## src/rtl/flash_irq_pkg.sv

```systemverilog
package flash_irq_pkg;

    localparam int unsigned OFS_RAW    = 32'h20;
    localparam int unsigned OFS_MASKED = 32'h24;
    localparam int unsigned OFS_EN_SET = 32'h28;
    localparam int unsigned OFS_EN_CLR = 32'h2C;

    typedef enum logic [2:0] {
        SEL_NONE,
        SEL_RAW,
        SEL_MASKED,
        SEL_EN_SET,
        SEL_EN_CLR
    } reg_sel_e;

    typedef struct packed {
        logic raw;
        logic en;
    } cell_state_t;

endpackage

```

## src/rtl/flash_irq_wr_dec.sv

```systemverilog
module flash_irq_wr_dec
    import flash_irq_pkg::*;
#(
    parameter int unsigned ADDR_W  = 8,
    parameter int unsigned NUM_SRC = 2
) (
    input  logic [ADDR_W-1:0]  addr_i,
    input  logic               wr_en_i,
    input  logic [NUM_SRC-1:0] wr_bits_i,
    output reg_sel_e           sel_o,
    output logic [NUM_SRC-1:0] raw_set_o,
    output logic [NUM_SRC-1:0] raw_clr_o,
    output logic [NUM_SRC-1:0] en_set_o,
    output logic [NUM_SRC-1:0] en_clr_o
);

    always_comb begin
        sel_o = SEL_NONE;
        if (addr_i == ADDR_W'(OFS_RAW))         sel_o = SEL_RAW;
        else if (addr_i == ADDR_W'(OFS_MASKED)) sel_o = SEL_MASKED;
        else if (addr_i == ADDR_W'(OFS_EN_SET)) sel_o = SEL_EN_SET;
        else if (addr_i == ADDR_W'(OFS_EN_CLR)) sel_o = SEL_EN_CLR;
    end

    always_comb begin
        raw_set_o = '0;
        raw_clr_o = '0;
        en_set_o  = '0;
        en_clr_o  = '0;
        if (wr_en_i) begin
            unique case (sel_o)
                SEL_RAW:    raw_set_o = wr_bits_i;
                SEL_MASKED: raw_clr_o = wr_bits_i;
                SEL_EN_SET: en_set_o  = wr_bits_i;
                SEL_EN_CLR: en_clr_o  = wr_bits_i;
                default:    ;
            endcase
        end
    end

endmodule

```

## src/rtl/flash_irq_bit_cell.sv

```systemverilog
module flash_irq_bit_cell
    import flash_irq_pkg::*;
(
    input  logic clk_i,
    input  logic rst_ni,
    input  logic evt_i,
    input  logic raw_set_i,
    input  logic raw_clr_i,
    input  logic en_set_i,
    input  logic en_clr_i,
    output logic raw_o,
    output logic en_o
);

    cell_state_t st_d, st_q;

    always_comb begin
        st_d = st_q;
        if (raw_clr_i) st_d.raw = 1'b0;
        if (raw_set_i) st_d.raw = 1'b1;
        // hardware event is applied last so it beats an acknowledge
        if (evt_i)     st_d.raw = 1'b1;
        if (en_clr_i)  st_d.en  = 1'b0;
        if (en_set_i)  st_d.en  = 1'b1;
    end

    always_ff @(posedge clk_i or negedge rst_ni) begin
        if (!rst_ni) st_q <= '0;
        else         st_q <= st_d;
    end

    assign raw_o = st_q.raw;
    assign en_o  = st_q.en;

endmodule

```

## src/rtl/flash_irq_rd_mux.sv

```systemverilog
module flash_irq_rd_mux
    import flash_irq_pkg::*;
#(
    parameter int unsigned DATA_W  = 32,
    parameter int unsigned NUM_SRC = 2
) (
    input  reg_sel_e           sel_i,
    input  logic [NUM_SRC-1:0] raw_i,
    input  logic [NUM_SRC-1:0] en_i,
    output logic [NUM_SRC-1:0] masked_o,
    output logic [DATA_W-1:0]  rd_data_o
);

    assign masked_o = raw_i & en_i;

    always_comb begin
        rd_data_o = '0;
        unique case (sel_i)
            SEL_RAW:    rd_data_o = DATA_W'(raw_i);
            SEL_MASKED: rd_data_o = DATA_W'(masked_o);
            SEL_EN_SET,
            SEL_EN_CLR: rd_data_o = DATA_W'(en_i);
            default:    rd_data_o = '0;
        endcase
    end

endmodule

```

## src/rtl/flash_irq_ctrl.sv

```systemverilog
module flash_irq_ctrl
    import flash_irq_pkg::*;
#(
    parameter int unsigned ADDR_W  = 8,
    parameter int unsigned DATA_W  = 32,
    parameter int unsigned NUM_SRC = 2
) (
    input  logic               clk_i,
    input  logic               rst_ni,
    input  logic [NUM_SRC-1:0] evt_i,
    input  logic               wr_en_i,
    input  logic [ADDR_W-1:0]  addr_i,
    input  logic [DATA_W-1:0]  wr_data_i,
    output logic [DATA_W-1:0]  rd_data_o,
    output logic               irq_o
);

    localparam int unsigned HI_W = DATA_W - NUM_SRC;

    reg_sel_e           sel;
    logic [NUM_SRC-1:0] raw_set, raw_clr, en_set, en_clr;
    logic [NUM_SRC-1:0] raw_vec, en_vec, masked_vec;
    logic [HI_W-1:0]    unused_wdata_hi;

    assign unused_wdata_hi = wr_data_i[DATA_W-1:NUM_SRC];

    flash_irq_wr_dec #(.ADDR_W(ADDR_W), .NUM_SRC(NUM_SRC)) dec_i (
        .addr_i    (addr_i),
        .wr_en_i   (wr_en_i),
        .wr_bits_i (wr_data_i[NUM_SRC-1:0]),
        .sel_o     (sel),
        .raw_set_o (raw_set),
        .raw_clr_o (raw_clr),
        .en_set_o  (en_set),
        .en_clr_o  (en_clr)
    );

    for (genvar b = 0; b < NUM_SRC; b++) begin : g_cell
        flash_irq_bit_cell cell_i (
            .clk_i     (clk_i),
            .rst_ni    (rst_ni),
            .evt_i     (evt_i[b]),
            .raw_set_i (raw_set[b]),
            .raw_clr_i (raw_clr[b]),
            .en_set_i  (en_set[b]),
            .en_clr_i  (en_clr[b]),
            .raw_o     (raw_vec[b]),
            .en_o      (en_vec[b])
        );
    end

    flash_irq_rd_mux #(.DATA_W(DATA_W), .NUM_SRC(NUM_SRC)) mux_i (
        .sel_i     (sel),
        .raw_i     (raw_vec),
        .en_i      (en_vec),
        .masked_o  (masked_vec),
        .rd_data_o (rd_data_o)
    );

    assign irq_o = |masked_vec;

endmodule

```

## config.mk

```make
export PLATFORM = sky130hd
export DESIGN_NAME = flash_irq_ctrl
export DESIGN_NICKNAME = d
export VERILOG_FILES = /design/src/rtl/flash_irq_pkg.sv /design/src/rtl/flash_irq_wr_dec.sv /design/src/rtl/flash_irq_bit_cell.sv /design/src/rtl/flash_irq_rd_mux.sv /design/src/rtl/flash_irq_ctrl.sv
export SDC_FILE = /design/constraint.sdc
export NUM_CORES = 1
export LEC_CHECK = 0
export ABC_AREA = 1
export BUFFER_PORTS_ARGS = -buffer_cell sky130_fd_sc_hd__buf_2
export CAP_MARGIN = 15
export CORE_MARGIN = 5
export CORE_UTILIZATION = 29
export CTS_BUF_LIST = sky130_fd_sc_hd__clkbuf_16
export CTS_CLUSTER_DIAMETER = 80
export DETAILED_ROUTE_END_ITERATION = 6
export HOLD_SLACK_MARGIN = 0.06
export PLACE_DENSITY_LB_ADDON = 0.12
export SLEW_MARGIN = 20
export SYNTH_ARGS = -nofsm -noshare
export SYNTH_HDL_FRONTEND = slang
export SYNTH_HIERARCHICAL = 1
export SYNTH_SLANG_ARGS = --single-unit
```

## constraint.sdc

```tcl
create_clock -name clk_i -period 1.1 [get_ports clk_i]
set_input_delay 0.22 -clock clk_i [delete_from_list [all_inputs] [get_ports clk_i]]
set_output_delay 0.22 -clock clk_i [all_outputs]
set_load 0.01 [all_outputs]
```

# ---- Yosys cells after proc, flatten, opt, wreduce, memory -nomap -nowiden
# Cells that the tools add are included.
dict set report op_classes {
  add_sub_neg 0
  mul 0
  n_div 0
  magnitude_cmp 0
  eq_ne 8
  shifts 0
  muxes 23
  bitwise 1
  n_reduce_logical 6
}
# operator count
set ops {}
lappend ops {{$eq 8x6->1 const B} 4}
lappend ops {{$mux 2} 8}
lappend ops {{$mux 3} 4}
lappend ops {{$mux 1} 10}
lappend ops {{$eq 3x2->1 const B} 2}
lappend ops {{$pmux 2 s3} 1}
lappend ops {{$reduce_bool 3->1} 2}
lappend ops {{$reduce_bool 2->1} 2}
lappend ops {{$reduce_or 2->1} 2}
lappend ops {{$eq 3x1->1 const B} 1}
lappend ops {{$eq 3x3->1 const B} 1}
lappend ops {{$and 2x2->2} 1}
dict set report word_totals {
  ff_bits 4
  latchBits 0
  mem_bits_rw 0
  rom_bits 0
  output_inout_bits 33
  elab_cells 42
  mem_count 0
}

# ---- Longest topological paths before layout
# Gate-level depths: netlist of run 1.
dict set report depth {
  word_depth 11
  mapped_depth 9
  depth_no_buf 9
}

# ---- Hierarchy
# The synthesis of run 1 kept the hierarchy.
# module n_inst cells_each area_each_um2
set by_module_without_submodules {}
lappend by_module_without_submodules {flash_irq_rd_mux 1 50 320.3}
lappend by_module_without_submodules {flash_irq_bit_cell 2 10 80.1}
lappend by_module_without_submodules {flash_irq_wr_dec 1 36 145.1}
lappend by_module_without_submodules {flash_irq_ctrl 1 3 11.3}

# ---- Worst setup path after synthesis of run 1
# OpenSTA, ideal clock, no wires.
dict set report synth_path {
  path_type {input-to-output}
  startpoint {input port addr_i[4]}
  endpoint {output port rd_data_o[0]}
  arrival_ns 1.001
  path_slack_ns -0.121
  stages 9
  n_path_buf 0
  cell_sequence {inv_1 -> nand2_1 -> nor2_4 -> nand2_1 -> nand2_1 -> inv_1 -> nor2_2 -> nand3_1 -> nand3_1}
}
dict set report synth_between {
  elab_cells_between_ends 14
}
# element line
set synth_rtl {}
lappend synth_rtl {{from (decl)} flash_irq_ctrl.sv:12} ;# input logic [ADDR_W-1:0] addr_i,
lappend synth_rtl {{$eq 8x6->1} flash_irq_wr_dec.sv:21} ;# else if (addr_i == ADDR_W'(OFS_EN_SET)) sel_o = SEL_EN_SET;
lappend synth_rtl {{$mux 3} flash_irq_wr_dec.sv:21}
lappend synth_rtl {{$mux 3} flash_irq_wr_dec.sv:20} ;# else if (addr_i == ADDR_W'(OFS_MASKED)) sel_o = SEL_MASKED;
lappend synth_rtl {{$mux 3 *} flash_irq_wr_dec.sv:19} ;# if (addr_i == ADDR_W'(OFS_RAW)) sel_o = SEL_RAW;
lappend synth_rtl {{via sel[1]} flash_irq_ctrl.sv:20} ;# reg_sel_e sel;
lappend synth_rtl {{$eq 3x2->1 or $eq 3x3->1 (tied branches)} flash_irq_rd_mux.sv:18} ;# unique case (sel_i)
lappend synth_rtl {{$reduce_or 2->1} flash_irq_rd_mux.sv:18}
lappend synth_rtl {{$pmux 2 s3 *} flash_irq_rd_mux.sv:18}
lappend synth_rtl {{to (decl)} flash_irq_ctrl.sv:14} ;# output logic [DATA_W-1:0] rd_data_o,
# Mark *: on every way through the listed nets, which the timed path passes. The rest lies on a longest branch.

# ---- Final worst setup path of run 1
dict set report layout_path {
  startpoint {input port addr_i[7]}
  endpoint {output port rd_data_o[0]}
}
# The elaborated chain is that of the path after synthesis.

==> results of run 1 <==
cell usage after synthesis:
library cell,n,area (sq um)
sky130_fd_sc_hd__nor2_4,1,11.3
sky130_fd_sc_hd__nor2_2,1,6.26
sky130_fd_sc_hd__conb_1,1,3.75
sky130_fd_sc_hd__nand4_1,2,12.5
sky130_fd_sc_hd__nand2_1,27,101
sky130_fd_sc_hd__o21ai_2,1,8.76
sky130_fd_sc_hd__nor2_1,14,52.6
sky130_fd_sc_hd__inv_1,21,78.8
sky130_fd_sc_hd__nand3_1,6,30.0
sky130_fd_sc_hd__dfrtp_1,4,100
sky130_fd_sc_hd__buf_4,30,225
sky130_fd_sc_hd__nand2_2,1,6.26
cells by family after synthesis:
kind of cell           after synthesis  synth area share [%]
DFF                                  4                  15.7
AOI/OAI and AO/OA                    1                  1.38
other                                1                 0.589
buffers and inverters               51                  47.7
and+or+nand+nor                     52                  34.6
stage by stage:
stage | setup WS, ns | area [sq um] | setup TNS [ns] | power (mW)
4_1_cts | -0.322 | 912 | -0.708 | 0.869
3_3_place_gp | -0.377 | 716 | -0.867 | 0.288
3_5_place_dp | -0.411 | 716 | -0.994 | 0.290
6_report | -0.302 | 976 | -0.841 | 0.873
2_1_floorplan | -0.0500 | 798 | -0.100 | 0.325
5_1_grt | -0.370 | 976 | -1.21 | 0.922
power by group through the flow:
| stage | registers (mW) | logic (mW) | clock network [mW] |
|---|---|---|---|
| finish | 0.155 | 0.167 | 0.551 |
| global route | 0.155 | 0.184 | 0.583 |
| CTS | 0.155 | 0.151 | 0.563 |
| detailed placement | 0.157 | 0.133 | 0 |
| global placement | 0.157 | 0.131 | 0 |
| floorplan | 0.156 | 0.170 | 0 |
state kept, by name, indices dropped and copies added, names as in the netlist:
name / flops
g_cell.cell_i/en_o: 2
g_cell.cell_i/raw_o: 2
critical path, stage by stage:
cell                      delay, ns
sky130_fd_sc_hd__buf_8         0.11
sky130_fd_sc_hd__inv_12        0.04
sky130_fd_sc_hd__nand2_4       0.04
sky130_fd_sc_hd__nor2_4        0.17
sky130_fd_sc_hd__nand2_2       0.10
sky130_fd_sc_hd__nand2_4       0.09
sky130_fd_sc_hd__inv_4         0.05
sky130_fd_sc_hd__nor2_4        0.10
sky130_fd_sc_hd__nand3_2       0.09
sky130_fd_sc_hd__nand3_2       0.08
sky130_fd_sc_hd__buf_6         0.10
worst min path at each step:
stage	startpoint	endpoint	slack (ns)
2_1_floorplan	rst_ni	g_cell[0].cell_i/en_o$_DFFE_PN0P_	-0.08
3_3_place_gp	rst_ni	g_cell[1].cell_i/en_o$_DFFE_PN0P_	0.02
3_5_place_dp	rst_ni	g_cell[0].cell_i/raw_o$_DFFE_PN0P_	0.03
4_1_cts	evt_i[1]	g_cell[1].cell_i/raw_o$_DFFE_PN0P_	0.20
5_1_grt	evt_i[0]	g_cell[0].cell_i/raw_o$_DFFE_PN0P_	0.21
6_report	evt_i[0]	g_cell[0].cell_i/raw_o$_DFFE_PN0P_	0.20
metal layers:
layer,wire length (um),up-vias
met5,0,-
met4,0,0
met3,161,0
met2,792,32
met1,501,275
li1,-,328
cell type report:
class	instances	area, sq um
clock buffer	3	75.1
fill	229	1170
inverter	21	98.8
multi-input combinational	83	439
sequential	4	100
tap	28	35.0
timing repair buffer	31	228
placed cells by master, fill, tap and decap left out:
master / n
sky130_fd_sc_hd__nor2_2: 7
sky130_fd_sc_hd__inv_12: 1
sky130_fd_sc_hd__inv_4: 1
sky130_fd_sc_hd__nor2_1: 6
sky130_fd_sc_hd__dfrtp_1: 4
sky130_fd_sc_hd__clkinv_4: 1
sky130_fd_sc_hd__nand2_1: 18
sky130_fd_sc_hd__nand2_4: 5
sky130_fd_sc_hd__inv_1: 10
sky130_fd_sc_hd__o21ai_2: 1
sky130_fd_sc_hd__nand3_1: 2
sky130_fd_sc_hd__clkbuf_16: 3
sky130_fd_sc_hd__nor2_4: 3
sky130_fd_sc_hd__nand4_1: 2
sky130_fd_sc_hd__inv_2: 8
sky130_fd_sc_hd__buf_6: 4
sky130_fd_sc_hd__buf_8: 1
sky130_fd_sc_hd__conb_1: 30
sky130_fd_sc_hd__dlygate4sd3_1: 1
sky130_fd_sc_hd__nand2_2: 5
sky130_fd_sc_hd__buf_2: 12
sky130_fd_sc_hd__buf_4: 13
sky130_fd_sc_hd__nand3_2: 4
timing repair:
| item | CTS | global route |
|---|---|---|
| buffers inserted | 6 | 4 |
| pin swaps | 13 | 11 |
| hold endpoints to repair | 4 | 0 |
| hold buffers | 1 | 0 |
| setup endpoints to repair | 3 | 3 |
| resized for setup | 20 | 14 |
==> impl_table.tex, run 1 <==
\begin{tabular}{lr}
\hline
Metric & Value \\
\hline
\multicolumn{2}{l}{\textbf{Outcome}} \\
Run status & finished with violations \\
Violations in the final reports & negative setup slack \\
\multicolumn{2}{l}{\textbf{Setup path}} \\
Setup Crit Path Kind & input pin to output port \\
Nature of the critical path endpoint & output port \\
Start point of the critical path & addr\_i[7] \\
Data arrival, critical path & 1.18 ns \\
Highest fanout seen on the critical path & 4 \\
R2R cell count & 3 \\
Setup crit start kind & input pin \\
Required time reported for the critical path endpoint & 0.88 ns \\
Worst reg2reg setup slack & 0.36 ns \\
Worst flop-to-flop path startpoint & g\_cell[1].cell\_i/en\_o\$\_DFFE\_PN0P\_ \\
Endpoint of the worst setup timing path & rd\_data\_o[0] \\
Terminus of the critical flop-to-flop path & g\_cell[1].cell\_i/en\_o\$\_DFFE\_PN0P\_ \\
\multicolumn{2}{l}{\textbf{Cells and area}} \\
Number of inserted diodes & 0 \\
Fraction of layout cells with a size suffix above 1 & 48.6\% \\
Finished Layout Cells & 170 \\
NumNets Final & 189 \\
Utilization after layout & 45.4\% \\
Layout Area Growth over Synthesis & 53.2\% \\
\multicolumn{2}{l}{\textbf{Yosys}} \\
Gate count after technology mapping & 109 \\
Syn Area/Cell & 5.84 sq um \\
Number of warning messages in the yosys log & 6 \\
Post-synthesis instance area & 637 sq um \\
Number of distinct library cells after synthesis & 12 \\
Register bit total from synthesis & 4 \\
Share of the yosys chip area belonging to registers & 15.7\% \\
\multicolumn{2}{l}{\textbf{Routing}} \\
Routed length per instance & 8.56 um \\
Count of unresolved DRC violations after routing & 0 \\
WL final & 1460 um \\
Vias & 635 \\
Starting DRC count in detailed routing & 4 \\
First drt pass iteration count & 4 \\
Via density per instance & 3.74 \\
Post-route ant nets & 0 \\
\multicolumn{2}{l}{\textbf{Placed design}} \\
Number of placed instances, taps included & 156 \\
Number of buffers inserted by port buffering & 17 \\
RD Place Congestion & 0.731 \\
HPWL after DPL & 1080 um \\
\multicolumn{2}{l}{\textbf{Power}} \\
Total power density per cell area & 895 mW/mm\^{}2 \\
Cell Int Power & 0.671 mW \\
Switching fraction of total power & 23.2\% \\
Fraction of power consumed by combinational cells & 19.1\% \\
Max rail drop VDD & 1.02 mV \\
Switch Pwr & 0.202 mW \\
Leak & 0.552 nW \\
Portion of total power attributed to the clock network & 63.2\% \\
Sequential fraction of design power & 17.7\% \\
\multicolumn{2}{l}{\textbf{Timing}} \\
Fin crit share & 127\% \\
Final setup fails & 5 \\
Post-Route Hold Slack & 0.197 ns \\
Final worst setup slack & -0.302 ns \\
Post-layout min period & 1.40 ns \\
RSZ-0062 raised after global routing & true \\
Highest clock rate & 713 MHz \\
Worst Clk Skew & 0 ns \\
Final hold violations & 0 \\
Final number of max-transition violations & 0 \\
\multicolumn{2}{l}{\textbf{Die}} \\
Site Rows & 17 \\
Starting density of the core & 29.6\% \\
Horizontal die dimension & 56.9 um \\
Die span in y & 56.9 um \\
Die area & 0.00323 sq mm \\
I/O pin cnt & 78 \\
Area of the placeable core & 0.00215 sq mm \\
\multicolumn{2}{l}{\textbf{Clock tree}} \\
Insertion delay of the later-clocked pin in the worst-skew pair & 0.22 ns \\
Clock transition at the registers of the reported paths & 0.03 ns \\
H-Tree Depth & 1 \\
Total clock sinks & 4 \\
Largest buffer count on any clock path & 2 \\
Root buf cell & sky130\_fd\_sc\_hd\_\_clkbuf\_16 \\
TritonCTS buffer count & 3 \\
TritonCTS clock tree & built \\
\multicolumn{2}{l}{\textbf{GRT}} \\
Met2 track demand over resource in global routing & 15.3\% \\
Pin count of the biggest net entering global routing & 6 \\
Total global routing track utilization & 7.97\% \\
GR met3 Demand/Resource & 3.22\% \\
Initial antenna violation count & 0 \\
Grt peak-use layer & met2 \\
Global-route wire length before repair & 2110 um \\
Grt total ovfl & 0 \\
GR met1 Demand/Resource & 8.19\% \\
Via count of the first global-routing pass & 570 \\
\multicolumn{2}{l}{\textbf{Min path}} \\
Number of instances on the worst hold path & 3 \\
Path type of the worst min-delay path & input pin to flip-flop \\
\multicolumn{2}{l}{\textbf{Flow run}} \\
Number of maximum-capacitance violations & 0 \\
\hline
\end{tabular}
No activity file was read; power rests on OpenSTA's default activity.
==> run 2: changes to the inputs <==
--- a/config.mk
+++ b/config.mk
@@ -5,11 +5,10 @@
 export SDC_FILE = /design/constraint.sdc
 export NUM_CORES = 1
 export LEC_CHECK = 0
-export ABC_AREA = 1
 export BUFFER_PORTS_ARGS = -buffer_cell sky130_fd_sc_hd__buf_2
 export CAP_MARGIN = 15
 export CORE_MARGIN = 5
-export CORE_UTILIZATION = 29
+export CORE_UTILIZATION = 28
 export CTS_BUF_LIST = sky130_fd_sc_hd__clkbuf_16
 export CTS_CLUSTER_DIAMETER = 80
 export DETAILED_ROUTE_END_ITERATION = 6
==> run 2 against run 1 <==
Effect of this change: register-to-register slack lost 0.26 ns; core utilization shrank 0.37 points; first-iteration DRC count is the same; largest power group unchanged; critical endpoint unchanged; the run still ends with negative setup slack left; maximum frequency shrank 22%; hold slack gained 0.014 ns.
==> impl_table.tex, run 2 <==
\begin{tabular}{lr}
\hline
Metric & Value \\
\hline
\multicolumn{2}{l}{\textbf{Timing}} \\
Final worst setup slack & -0.699 ns (was -0.302 ns) \\
Post-Route Hold Slack & 0.211 ns (was 0.197 ns) \\
Highest clock rate & 556 MHz (was 713 MHz) \\
Final number of max-transition violations & 0 (unchanged) \\
Post-layout min period & 1.80 ns (was 1.40 ns) \\
Final hold violations & 0 (unchanged) \\
Fin crit share & 164\% (was 127\%) \\
Worst Clk Skew & 0 ns (unchanged) \\
Final setup fails & 7 (was 5) \\
Total negative slack & -2.93 ns (was -0.841 ns) \\
RSZ-0062 raised after global routing & true (unchanged) \\
\multicolumn{2}{l}{\textbf{Min path}} \\
Path type of the worst min-delay path & input pin to flip-flop (unchanged) \\
Number of instances on the worst hold path & 3 (unchanged) \\
Endpoint of the worst hold-timing path & g\_cell[1].cell\_i/raw\_o\$\_DFFE\_PN0P\_ (was g\_cell[0].cell\_i/raw\_o\$\_DFFE\_PN0P\_) \\
Worst Hold Launch & evt\_i[1] (was evt\_i[0]) \\
\multicolumn{2}{l}{\textbf{Die}} \\
Die area & 0.00318 sq mm (was 0.00323 sq mm) \\
Starting density of the core & 30.1\% (was 29.6\%) \\
Horizontal die dimension & 56.4 um (was 56.9 um) \\
I/O pin cnt & 78 (unchanged) \\
Site Rows & 16 (was 17) \\
Die span in y & 56.4 um (was 56.9 um) \\
Area of the placeable core & 0.00200 sq mm (was 0.00215 sq mm) \\
\multicolumn{2}{l}{\textbf{Setup path}} \\
Required time reported for the critical path endpoint & 0.88 ns (about the same) \\
Critical Path, Cell by Cell & buf\_6 -> or4b\_4 -> nor3\_4 -> nor4bb\_1 -> a31oi\_1 -> o21ai\_1 -> buf\_2 (was buf\_8 -> inv\_12 -> nand2\_4 -> nor2\_4 -> nand2\_2 -> nand2\_4 -> inv\_4 -> nor2\_4 -> nand3\_2 -> nand3\_2 -> buf\_6) \\
Slowest cell on the critical path & sky130\_fd\_sc\_hd\_\_or4b\_4 (was sky130\_fd\_sc\_hd\_\_nor2\_4) \\
Setup crit start kind & input pin (unchanged) \\
Nature of the critical path endpoint & output port (unchanged) \\
Highest fanout seen on the critical path & 4 (unchanged) \\
Data arrival, critical path & 1.58 ns (was 1.18 ns) \\
Terminus of the critical flop-to-flop path & g\_cell[1].cell\_i/raw\_o\$\_DFFE\_PN0P\_ (was g\_cell[1].cell\_i/en\_o\$\_DFFE\_PN0P\_) \\
Setup Crit Path Kind & input pin to output port (unchanged) \\
Worst flop-to-flop path startpoint & g\_cell[1].cell\_i/raw\_o\$\_DFFE\_PN0P\_ (was g\_cell[1].cell\_i/en\_o\$\_DFFE\_PN0P\_) \\
Worst reg2reg setup slack & 0.10 ns (was 0.36 ns) \\
R2R cell count & 5 (was 3) \\
Maximum single-stage delay on the critical path & 0.58 ns (was 0.17 ns) \\
\multicolumn{2}{l}{\textbf{Power}} \\
Sequential fraction of design power & 17.3\% (was 17.7\%) \\
Leak & 0.472 nW (was 0.552 nW) \\
Cell Int Power & 0.685 mW (was 0.671 mW) \\
Total power density per cell area & 993 mW/mm\^{}2 (was 895 mW/mm\^{}2) \\
Portion of total power attributed to the clock network & 63.0\% (was 63.2\%) \\
Switch Pwr & 0.211 mW (was 0.202 mW) \\
Max rail drop VDD & 0.902 mV (was 1.02 mV) \\
Switching fraction of total power & 23.6\% (was 23.2\%) \\
Fraction of power consumed by combinational cells & 19.8\% (was 19.1\%) \\
\multicolumn{2}{l}{\textbf{Clock tree}} \\
Total clock sinks & 4 (unchanged) \\
Clock transition at the registers of the reported paths & 0.03 ns (about the same) \\
H-Tree Depth & 1 (unchanged) \\
Insertion delay of the later-clocked pin in the worst-skew pair & 0.23 ns (was 0.22 ns) \\
Largest buffer count on any clock path & 2 (unchanged) \\
TritonCTS clock tree & built (unchanged) \\
TritonCTS buffer count & 3 (unchanged) \\
Root buf cell & sky130\_fd\_sc\_hd\_\_clkbuf\_16 (unchanged) \\
\multicolumn{2}{l}{\textbf{Yosys}} \\
Async SR Flop Fraction & 100\% (unchanged) \\
Cell type contributing the most total cell area after synthesis & sky130\_fd\_sc\_hd\_\_buf\_4 (unchanged) \\
Synth top area share & 37.3\% (was 35.4\%) \\
Register bit total from synthesis & 4 (unchanged) \\
Cell with the most instances after synthesis & sky130\_fd\_sc\_hd\_\_buf\_4 (unchanged) \\
Multiplexer fraction of the synthesized cell area & 0\% (unchanged) \\
Synth top area cells & sky130\_fd\_sc\_hd\_\_buf\_4 37\%, sky130\_fd\_sc\_hd\_\_dfrtp\_1 17\%, sky130\_fd\_sc\_hd\_\_nor3\_1 4.1\%, sky130\_fd\_sc\_hd\_\_nor4bb\_1 3.3\%, sky130\_fd\_sc\_hd\_\_o21ai\_0 3.3\% (was sky130\_fd\_sc\_hd\_\_buf\_4 35\%, sky130\_fd\_sc\_hd\_\_nand2\_1 16\%, sky130\_fd\_sc\_hd\_\_dfrtp\_1 16\%, sky130\_fd\_sc\_hd\_\_inv\_1 12\%, sky130\_fd\_sc\_hd\_\_nor2\_1 8.3\%) \\
Flip-flop cell with the highest count after synthesis & sky130\_fd\_sc\_hd\_\_dfrtp\_1 (unchanged) \\
Synth Area in XOR/XNOR & 1.45\% (was 0\%) \\
Gate count after technology mapping & 80 (was 109) \\
Dominant combinational cell family by area after synthesis & buffers and inverters (unchanged) \\
Synthesized-area fraction occupied by adder cells & 0\% (unchanged) \\
Most frequent cells after synthesis & 30 x sky130\_fd\_sc\_hd\_\_buf\_4, 5 x sky130\_fd\_sc\_hd\_\_nor2\_1, 5 x sky130\_fd\_sc\_hd\_\_nor3\_1 (was 30 x sky130\_fd\_sc\_hd\_\_buf\_4, 27 x sky130\_fd\_sc\_hd\_\_nand2\_1, 21 x sky130\_fd\_sc\_hd\_\_inv\_1) \\
Number of distinct library cells after synthesis & 24 (was 12) \\
Syn Area/Cell & 7.54 sq um (was 5.84 sq um) \\
Number of warning messages in the yosys log & 6 (unchanged) \\
Basic-gate share of the synthesized area counting and, or, nand and nor cells & 30.1\% (was 34.6\%) \\
Share of the yosys chip area belonging to registers & 16.6\% (was 15.7\%) \\
Post-synth EDFFs & 0 (unchanged) \\
Area fraction in compound gates after synthesis & 9.54\% (was 1.38\%) \\
Post-synthesis instance area & 603 sq um (was 637 sq um) \\
\multicolumn{2}{l}{\textbf{Routing}} \\
Post-route ant nets & 0 (unchanged) \\
Starting DRC count in detailed routing & 4 (unchanged) \\
WL final & 1290 um (was 1460 um) \\
Vias & 557 (was 635) \\
Count of unresolved DRC violations after routing & 0 (unchanged) \\
Via density per instance & 3.87 (was 3.74) \\
Routed length per instance & 8.98 um (was 8.56 um) \\
First drt pass iteration count & 2 (was 4) \\
\multicolumn{2}{l}{\textbf{Outcome}} \\
Run status & finished with violations (unchanged) \\
Violations in the final reports & negative setup slack (unchanged) \\
\multicolumn{2}{l}{\textbf{Cells and area}} \\
Utilization after layout & 45.1\% (was 45.4\%) \\
Layout Area Growth over Synthesis & 49.6\% (was 53.2\%) \\
NumNets Final & 164 (was 189) \\
Number of fillers in the final layout & 210 (was 229) \\
Leading cell types in the layout, fill and taps excluded & 30 x sky130\_fd\_sc\_hd\_\_conb\_1, 17 x sky130\_fd\_sc\_hd\_\_buf\_4, 16 x sky130\_fd\_sc\_hd\_\_buf\_2 (was 30 x sky130\_fd\_sc\_hd\_\_conb\_1, 18 x sky130\_fd\_sc\_hd\_\_nand2\_1, 13 x sky130\_fd\_sc\_hd\_\_buf\_4) \\
Number of inserted diodes & 0 (unchanged) \\
Fraction of layout cells with a size suffix above 1 & 41.9\% (was 48.6\%) \\
Commonest non-fill, non-tap cell in the layout & sky130\_fd\_sc\_hd\_\_conb\_1 (unchanged) \\
\multicolumn{2}{l}{\textbf{GRT}} \\
Global-route wire length before repair & 2020 um (was 2110 um) \\
Total global routing track utilization & 8.22\% (was 7.97\%) \\
Grt peak-use layer & met2 (unchanged) \\
Initial antenna violation count & 0 (unchanged) \\
GR met1 Demand/Resource & 9.97\% (was 8.19\%) \\
GR met3 Demand/Resource & 3.21\% (was 3.22\%) \\
Grt total ovfl & 0 (unchanged) \\
Via count of the first global-routing pass & 490 (was 570) \\
Met2 track demand over resource in global routing & 12.0\% (was 15.3\%) \\
Pin count of the biggest net entering global routing & 9 (was 6) \\
\multicolumn{2}{l}{\textbf{Flow run}} \\
Number of maximum-capacitance violations & 0 (unchanged) \\
\multicolumn{2}{l}{\textbf{Placed design}} \\
HPWL after DPL & 1100 um (was 1080 um) \\
RD Place Congestion & 0.727 (was 0.731) \\
Number of buffers inserted by port buffering & 17 (unchanged) \\
\hline
\end{tabular}
run 2: worst max path at each step:
stage / from / endpoint / slack (ns) / cells after the start
2_1_floorplan: addr_i[4] / rd_data_o[0] / -0.54 / 6
3_3_place_gp: addr_i[4] / rd_data_o[1] / -0.71 / 7
3_5_place_dp: addr_i[4] / rd_data_o[0] / -0.75 / 7
4_1_cts: addr_i[0] / rd_data_o[0] / -0.73 / 7
5_1_grt: addr_i[0] / rd_data_o[1] / -0.81 / 7
6_report: addr_i[0] / rd_data_o[0] / -0.70 / 7
run 2: critical path, delay by kind of cell:
family	cells	cell delay, ns
buf+inv	2	0.23
simple gates	3	0.90
compound gates	2	0.23
run 2: area by class of cell:
class | count | area [sq um] | share of cell area, %
Clock buffer | 3 | 75.1 | 8.32
Inverter | 4 | 15.0 | 1.66
Multi-Input combinational cell | 70 | 438 | 48.5
Sequential cell | 4 | 100 | 11.1
Tap cell | 27 | 33.8 | 3.74
Timing Repair Buffer | 36 | 240 | 26.6
run 2: layer usage:
layer,up-vias,wire (um)
li1,288,-
met1,231,522
met2,34,560
met3,4,179
met4,0,30
met5,-,0
run 2: per-stage QoR:
stage	power (mW)	instances	instance area, sq um	setup WS, ns
3_3_place_gp	0.307	135	708	-0.711
5_1_grt	0.933	144	902	-0.807
6_report	0.896	144	902	-0.699
3_5_place_dp	0.307	135	708	-0.754
2_1_floorplan	0.322	109	728	-0.545
4_1_cts	0.903	143	888	-0.730
run 2: what timing repair did:
action                                 CTS  global route
pin swaps                                9             7
hold buffers                             1             0
setup buffers                            4             1
setup endpoints to repair                7             7
endpoints found under the hold margin    4             0
resized for setup                       10             1
run 2: cell families after synthesis:
kind of cell	count (synthesis)
buffers and inverters	35
other	1
and+or+nand+nor	29
AOI/OAI and AO/OA	10
xor gates and xnor gates	1
DFF	4
run 2: power by group through the flow:
stage / logic [mW] / registers [mW] / clock network [mW]
after CTS: 0.174 / 0.155 / 0.574
after global placement: 0.150 / 0.157 / 0
after floorplan: 0.167 / 0.156 / 0
after global routing: 0.195 / 0.155 / 0.583
final: 0.177 / 0.155 / 0.564
after detailed placement: 0.151 / 0.156 / 0
==> run 3: changes to the inputs <==
--- a/config.mk
+++ b/config.mk
@@ -8,7 +8,7 @@
 export BUFFER_PORTS_ARGS = -buffer_cell sky130_fd_sc_hd__buf_2
 export CAP_MARGIN = 15
 export CORE_MARGIN = 5
-export CORE_UTILIZATION = 28
+export CORE_UTILIZATION = 25
 export CTS_BUF_LIST = sky130_fd_sc_hd__clkbuf_16
 export CTS_CLUSTER_DIAMETER = 80
 export DETAILED_ROUTE_END_ITERATION = 6
@@ -17,5 +17,4 @@
 export SLEW_MARGIN = 20
 export SYNTH_ARGS = -nofsm -noshare
 export SYNTH_HDL_FRONTEND = slang
-export SYNTH_HIERARCHICAL = 1
 export SYNTH_SLANG_ARGS = --single-unit
==> run 3 against run 2 <==
Effect of this change: critical endpoint is now irq_o; clock power about the same; final cell count down 25%; critical path type is now flip-flop to output port; highest routed layer is now met3; sequential power barely moved; the run still ends with negative setup slack left; non-clock buffer count decreased by 16; sequential share of layout area grew 4.9 points; hold slack better by 0.077 ns; maximum frequency up 48%; register-to-register slack improved by 0.30 ns; clock-buffer cell count did not move; die area fell by 5.4%.
==> impl_table.tex, run 3 <==
\begin{tabular}{lr}
\hline
Metric & Value \\
\hline
\multicolumn{2}{l}{\textbf{Yosys}} \\
Synth top area cells & sky130\_fd\_sc\_hd\_\_buf\_4 45\%, sky130\_fd\_sc\_hd\_\_dfrtp\_1 20\%, sky130\_fd\_sc\_hd\_\_mux2i\_1 8.0\%, sky130\_fd\_sc\_hd\_\_nor4b\_4 4.7\%, sky130\_fd\_sc\_hd\_\_nor2\_1 4.5\% (was sky130\_fd\_sc\_hd\_\_buf\_4 37\%, sky130\_fd\_sc\_hd\_\_dfrtp\_1 17\%, sky130\_fd\_sc\_hd\_\_nor3\_1 4.1\%, sky130\_fd\_sc\_hd\_\_nor4bb\_1 3.3\%, sky130\_fd\_sc\_hd\_\_o21ai\_0 3.3\%) \\
Cell type contributing the most total cell area after synthesis & sky130\_fd\_sc\_hd\_\_buf\_4 (unchanged) \\
Post-synthesis instance area & 503 sq um (was 603 sq um) \\
Dominant combinational cell family by area after synthesis & buffers and inverters (unchanged) \\
Flip-flop cell with the highest count after synthesis & sky130\_fd\_sc\_hd\_\_dfrtp\_1 (unchanged) \\
Register bit total from synthesis & 4 (unchanged) \\
Number of distinct library cells after synthesis & 14 (was 24) \\
Async SR Flop Fraction & 100\% (unchanged) \\
Area fraction in compound gates after synthesis & 4.23\% (was 9.54\%) \\
Synth Area in XOR/XNOR & 0\% (was 1.45\%) \\
Number of warning messages in the yosys log & 0 (was 6) \\
Most frequent cells after synthesis & 30 x sky130\_fd\_sc\_hd\_\_buf\_4, 6 x sky130\_fd\_sc\_hd\_\_nor2\_1, 4 x sky130\_fd\_sc\_hd\_\_dfrtp\_1, 4 x sky130\_fd\_sc\_hd\_\_mux2i\_1 (was 30 x sky130\_fd\_sc\_hd\_\_buf\_4, 5 x sky130\_fd\_sc\_hd\_\_nor2\_1, 5 x sky130\_fd\_sc\_hd\_\_nor3\_1) \\
Cell with the most instances after synthesis & sky130\_fd\_sc\_hd\_\_buf\_4 (unchanged) \\
Multiplexer fraction of the synthesized cell area & 7.96\% (was 0\%) \\
Post-synth EDFFs & 0 (unchanged) \\
Gate count after technology mapping & 59 (was 80) \\
Synthesized-area fraction occupied by adder cells & 0\% (unchanged) \\
Share of the yosys chip area belonging to registers & 19.9\% (was 16.6\%) \\
Basic-gate share of the synthesized area counting and, or, nand and nor cells & 20.9\% (was 30.1\%) \\
Syn Area/Cell & 8.53 sq um (was 7.54 sq um) \\
Synth top area share & 44.8\% (was 37.3\%) \\
\multicolumn{2}{l}{\textbf{GRT}} \\
Grt total ovfl & 0 (unchanged) \\
Via count of the first global-routing pass & 345 (was 490) \\
GR met3 Demand/Resource & 2.72\% (was 3.21\%) \\
Met2 track demand over resource in global routing & 9.84\% (was 12.0\%) \\
Grt peak-use layer & met2 (unchanged) \\
Global-route wire length before repair & 1370 um (was 2020 um) \\
Pin count of the biggest net entering global routing & 8 (was 9) \\
GR met1 Demand/Resource & 8.29\% (was 9.97\%) \\
Total global routing track utilization & 6.58\% (was 8.22\%) \\
Initial antenna violation count & 0 (unchanged) \\
\multicolumn{2}{l}{\textbf{Timing}} \\
Final number of max-transition violations & 0 (unchanged) \\
Post-Route Hold Slack & 0.288 ns (was 0.211 ns) \\
Post-layout min period & 1.21 ns (was 1.80 ns) \\
Fin crit share & 110\% (was 164\%) \\
Final worst setup slack & -0.114 ns (was -0.699 ns) \\
Highest clock rate & 824 MHz (was 556 MHz) \\
Worst Clk Skew & 0 ns (unchanged) \\
Final setup fails & 3 (was 7) \\
RSZ-0062 raised after global routing & true (unchanged) \\
Total negative slack & -0.238 ns (was -2.93 ns) \\
Final hold violations & 0 (unchanged) \\
\multicolumn{2}{l}{\textbf{Clock tree}} \\
Root buf cell & sky130\_fd\_sc\_hd\_\_clkbuf\_16 (unchanged) \\
Clock transition at the registers of the reported paths & 0.03 ns (about the same) \\
TritonCTS buffer count & 3 (unchanged) \\
H-Tree Depth & 1 (unchanged) \\
Largest buffer count on any clock path & 2 (unchanged) \\
Total clock sinks & 4 (unchanged) \\
Insertion delay of the later-clocked pin in the worst-skew pair & 0.22 ns (was 0.23 ns) \\
TritonCTS clock tree & built (unchanged) \\
\multicolumn{2}{l}{\textbf{Setup path}} \\
Nature of the critical path endpoint & output port (unchanged) \\
Worst flop-to-flop path startpoint & g\_cell[1].cell\_i.raw\_o\$\_DFFE\_PN0P\_ (was g\_cell[1].cell\_i/raw\_o\$\_DFFE\_PN0P\_) \\
Highest fanout seen on the critical path & 3 (was 4) \\
Data arrival, critical path & 0.99 ns (was 1.58 ns) \\
Setup Crit Path Kind & flip-flop to output port (was input pin to output port) \\
R2R cell count & 2 (was 5) \\
Setup crit start kind & flip-flop (was input pin) \\
Start point of the critical path & g\_cell[1].cell\_i.raw\_o\$\_DFFE\_PN0P\_ (was addr\_i[0]) \\
Required time reported for the critical path endpoint & 0.88 ns (about the same) \\
\multicolumn{2}{l}{\textbf{Routing}} \\
Routed length per instance & 9.59 um (was 8.98 um) \\
Vias & 367 (was 557) \\
Count of unresolved DRC violations after routing & 0 (unchanged) \\
Via density per instance & 3.40 (was 3.87) \\
WL final & 1040 um (was 1290 um) \\
First drt pass iteration count & 1 (was 2) \\
Post-route ant nets & 0 (unchanged) \\
Starting DRC count in detailed routing & 0 (was 4) \\
\multicolumn{2}{l}{\textbf{Cells and area}} \\
NumNets Final & 128 (was 164) \\
Leading cell types in the layout, fill and taps excluded & 30 x sky130\_fd\_sc\_hd\_\_conb\_1, 15 x sky130\_fd\_sc\_hd\_\_buf\_2, 6 x sky130\_fd\_sc\_hd\_\_nor2\_1 (was 30 x sky130\_fd\_sc\_hd\_\_conb\_1, 17 x sky130\_fd\_sc\_hd\_\_buf\_4, 16 x sky130\_fd\_sc\_hd\_\_buf\_2) \\
Fraction of layout cells with a size suffix above 1 & 32.1\% (was 41.9\%) \\
Commonest non-fill, non-tap cell in the layout & sky130\_fd\_sc\_hd\_\_conb\_1 (unchanged) \\
Number of inserted diodes & 0 (unchanged) \\
Finished layout cell area & 627 sq um (was 902 sq um) \\
Layout Area Growth over Synthesis & 24.6\% (was 49.6\%) \\
\multicolumn{2}{l}{\textbf{Min path}} \\
Path type of the worst min-delay path & input pin to flip-flop (unchanged) \\
Number of instances on the worst hold path & 3 (unchanged) \\
Worst Hold Launch & evt\_i[0] (was evt\_i[1]) \\
\multicolumn{2}{l}{\textbf{Die}} \\
Die area & 0.00301 sq mm (was 0.00318 sq mm) \\
Die span in y & 54.9 um (was 56.4 um) \\
I/O pin cnt & 78 (unchanged) \\
Site Rows & 16 (unchanged) \\
Area of the placeable core & 0.00194 sq mm (was 0.00200 sq mm) \\
Horizontal die dimension & 54.9 um (was 56.4 um) \\
Starting density of the core & 25.9\% (was 30.1\%) \\
\multicolumn{2}{l}{\textbf{Placed design}} \\
RD Place Congestion & 0.755 (was 0.727) \\
Post-DP Area & 520 sq um (was 708 sq um) \\
HPWL after DPL & 906 um (was 1100 um) \\
Minimum setup slack after placement & -0.111 ns (was -0.754 ns) \\
Number of buffers inserted by port buffering & 17 (unchanged) \\
\multicolumn{2}{l}{\textbf{Power}} \\
Power consumption & 0.839 mW (was 0.896 mW) \\
Total power density per cell area & 1340 mW/mm\^{}2 (was 993 mW/mm\^{}2) \\
Max rail drop VDD & 0.789 mV (was 0.902 mV) \\
Leak & 0.354 nW (was 0.472 nW) \\
\multicolumn{2}{l}{\textbf{Outcome}} \\
Violations in the final reports & negative setup slack (unchanged) \\
Run status & finished with violations (unchanged) \\
\multicolumn{2}{l}{\textbf{Flow run}} \\
Number of maximum-capacitance violations & 0 (unchanged) \\
\hline
\end{tabular}
run 3: critical path: stages (launching register included):
cell and delay [ns]:
sky130_fd_sc_hd__dfrtp_1 0.39, sky130_fd_sc_hd__a22o_1 0.24, sky130_fd_sc_hd__buf_2 0.14
run 3: cells by family after synthesis:
family / after synthesis
AOI/OAI and AO/OA: 3
buffers and inverters: 32
DFF: 4
muxes: 4
other: 1
and+or+nand+nor: 15
run 3: routing by layer:
metal | vias up | part of all wire, %
met5 | - | 0
met4 | 0 | 0
met3 | 0 | 15
met2 | 27 | 46
met1 | 160 | 39
li1 | 180 | -
run 3: layout make-up:
class	instances	area, sq um
fill	237	1320
inverter	2	7.51
multi-input combinational	52	288
tap	27	33.8
sequential	4	100
timing repair buffer	20	123
clock buffer	3	75.1
run 3: final timing paths:
path	to	slack [ns]
worst max-delay path	irq_o	-0.11
worst min-delay path	g_cell[0].cell_i.raw_o$_DFFE_PN0P_	0.29
worst max register to register	g_cell[1].cell_i.raw_o$_DFFE_PN0P_	0.40
worst min register to register	g_cell[0].cell_i.en_o$_DFFE_PN0P_	0.54
max in group asynchronous	g_cell[0].cell_i.raw_o$_DFFE_PN0P_	0.64
min in group asynchronous	g_cell[1].cell_i.raw_o$_DFFE_PN0P_	0.33
run 3: metrics by stage:
| step | utilization (%) | instances |
|---|---|---|
| 6_report | 32.3 | 108 |
| 3_3_place_gp | 26.8 | 104 |
| 3_5_place_dp | 26.8 | 104 |
| 2_1_floorplan | - | 88 |
| 4_1_cts | 31.8 | 108 |
| 5_1_grt | 32.3 | 108 |
run 3: what timing repair did:
action / in CTS / in global routing
hold buffers: 1 / 0
hold endpoints to repair: 4 / 0
setup buffers: 0 / 0
setup endpoints to repair: 3 / 3
pin swaps: 4 / 0
resized for setup: 2 / 2
run 3: where the power goes:
part	total (mW)	switching, mW	leakage [nW]	internal, mW
Combinational	0.120	0.0787	0.282	0.0415
Sequential	0.155	0.00310	0.0356	0.152
Clock	0.564	0.0996	0.0370	0.464
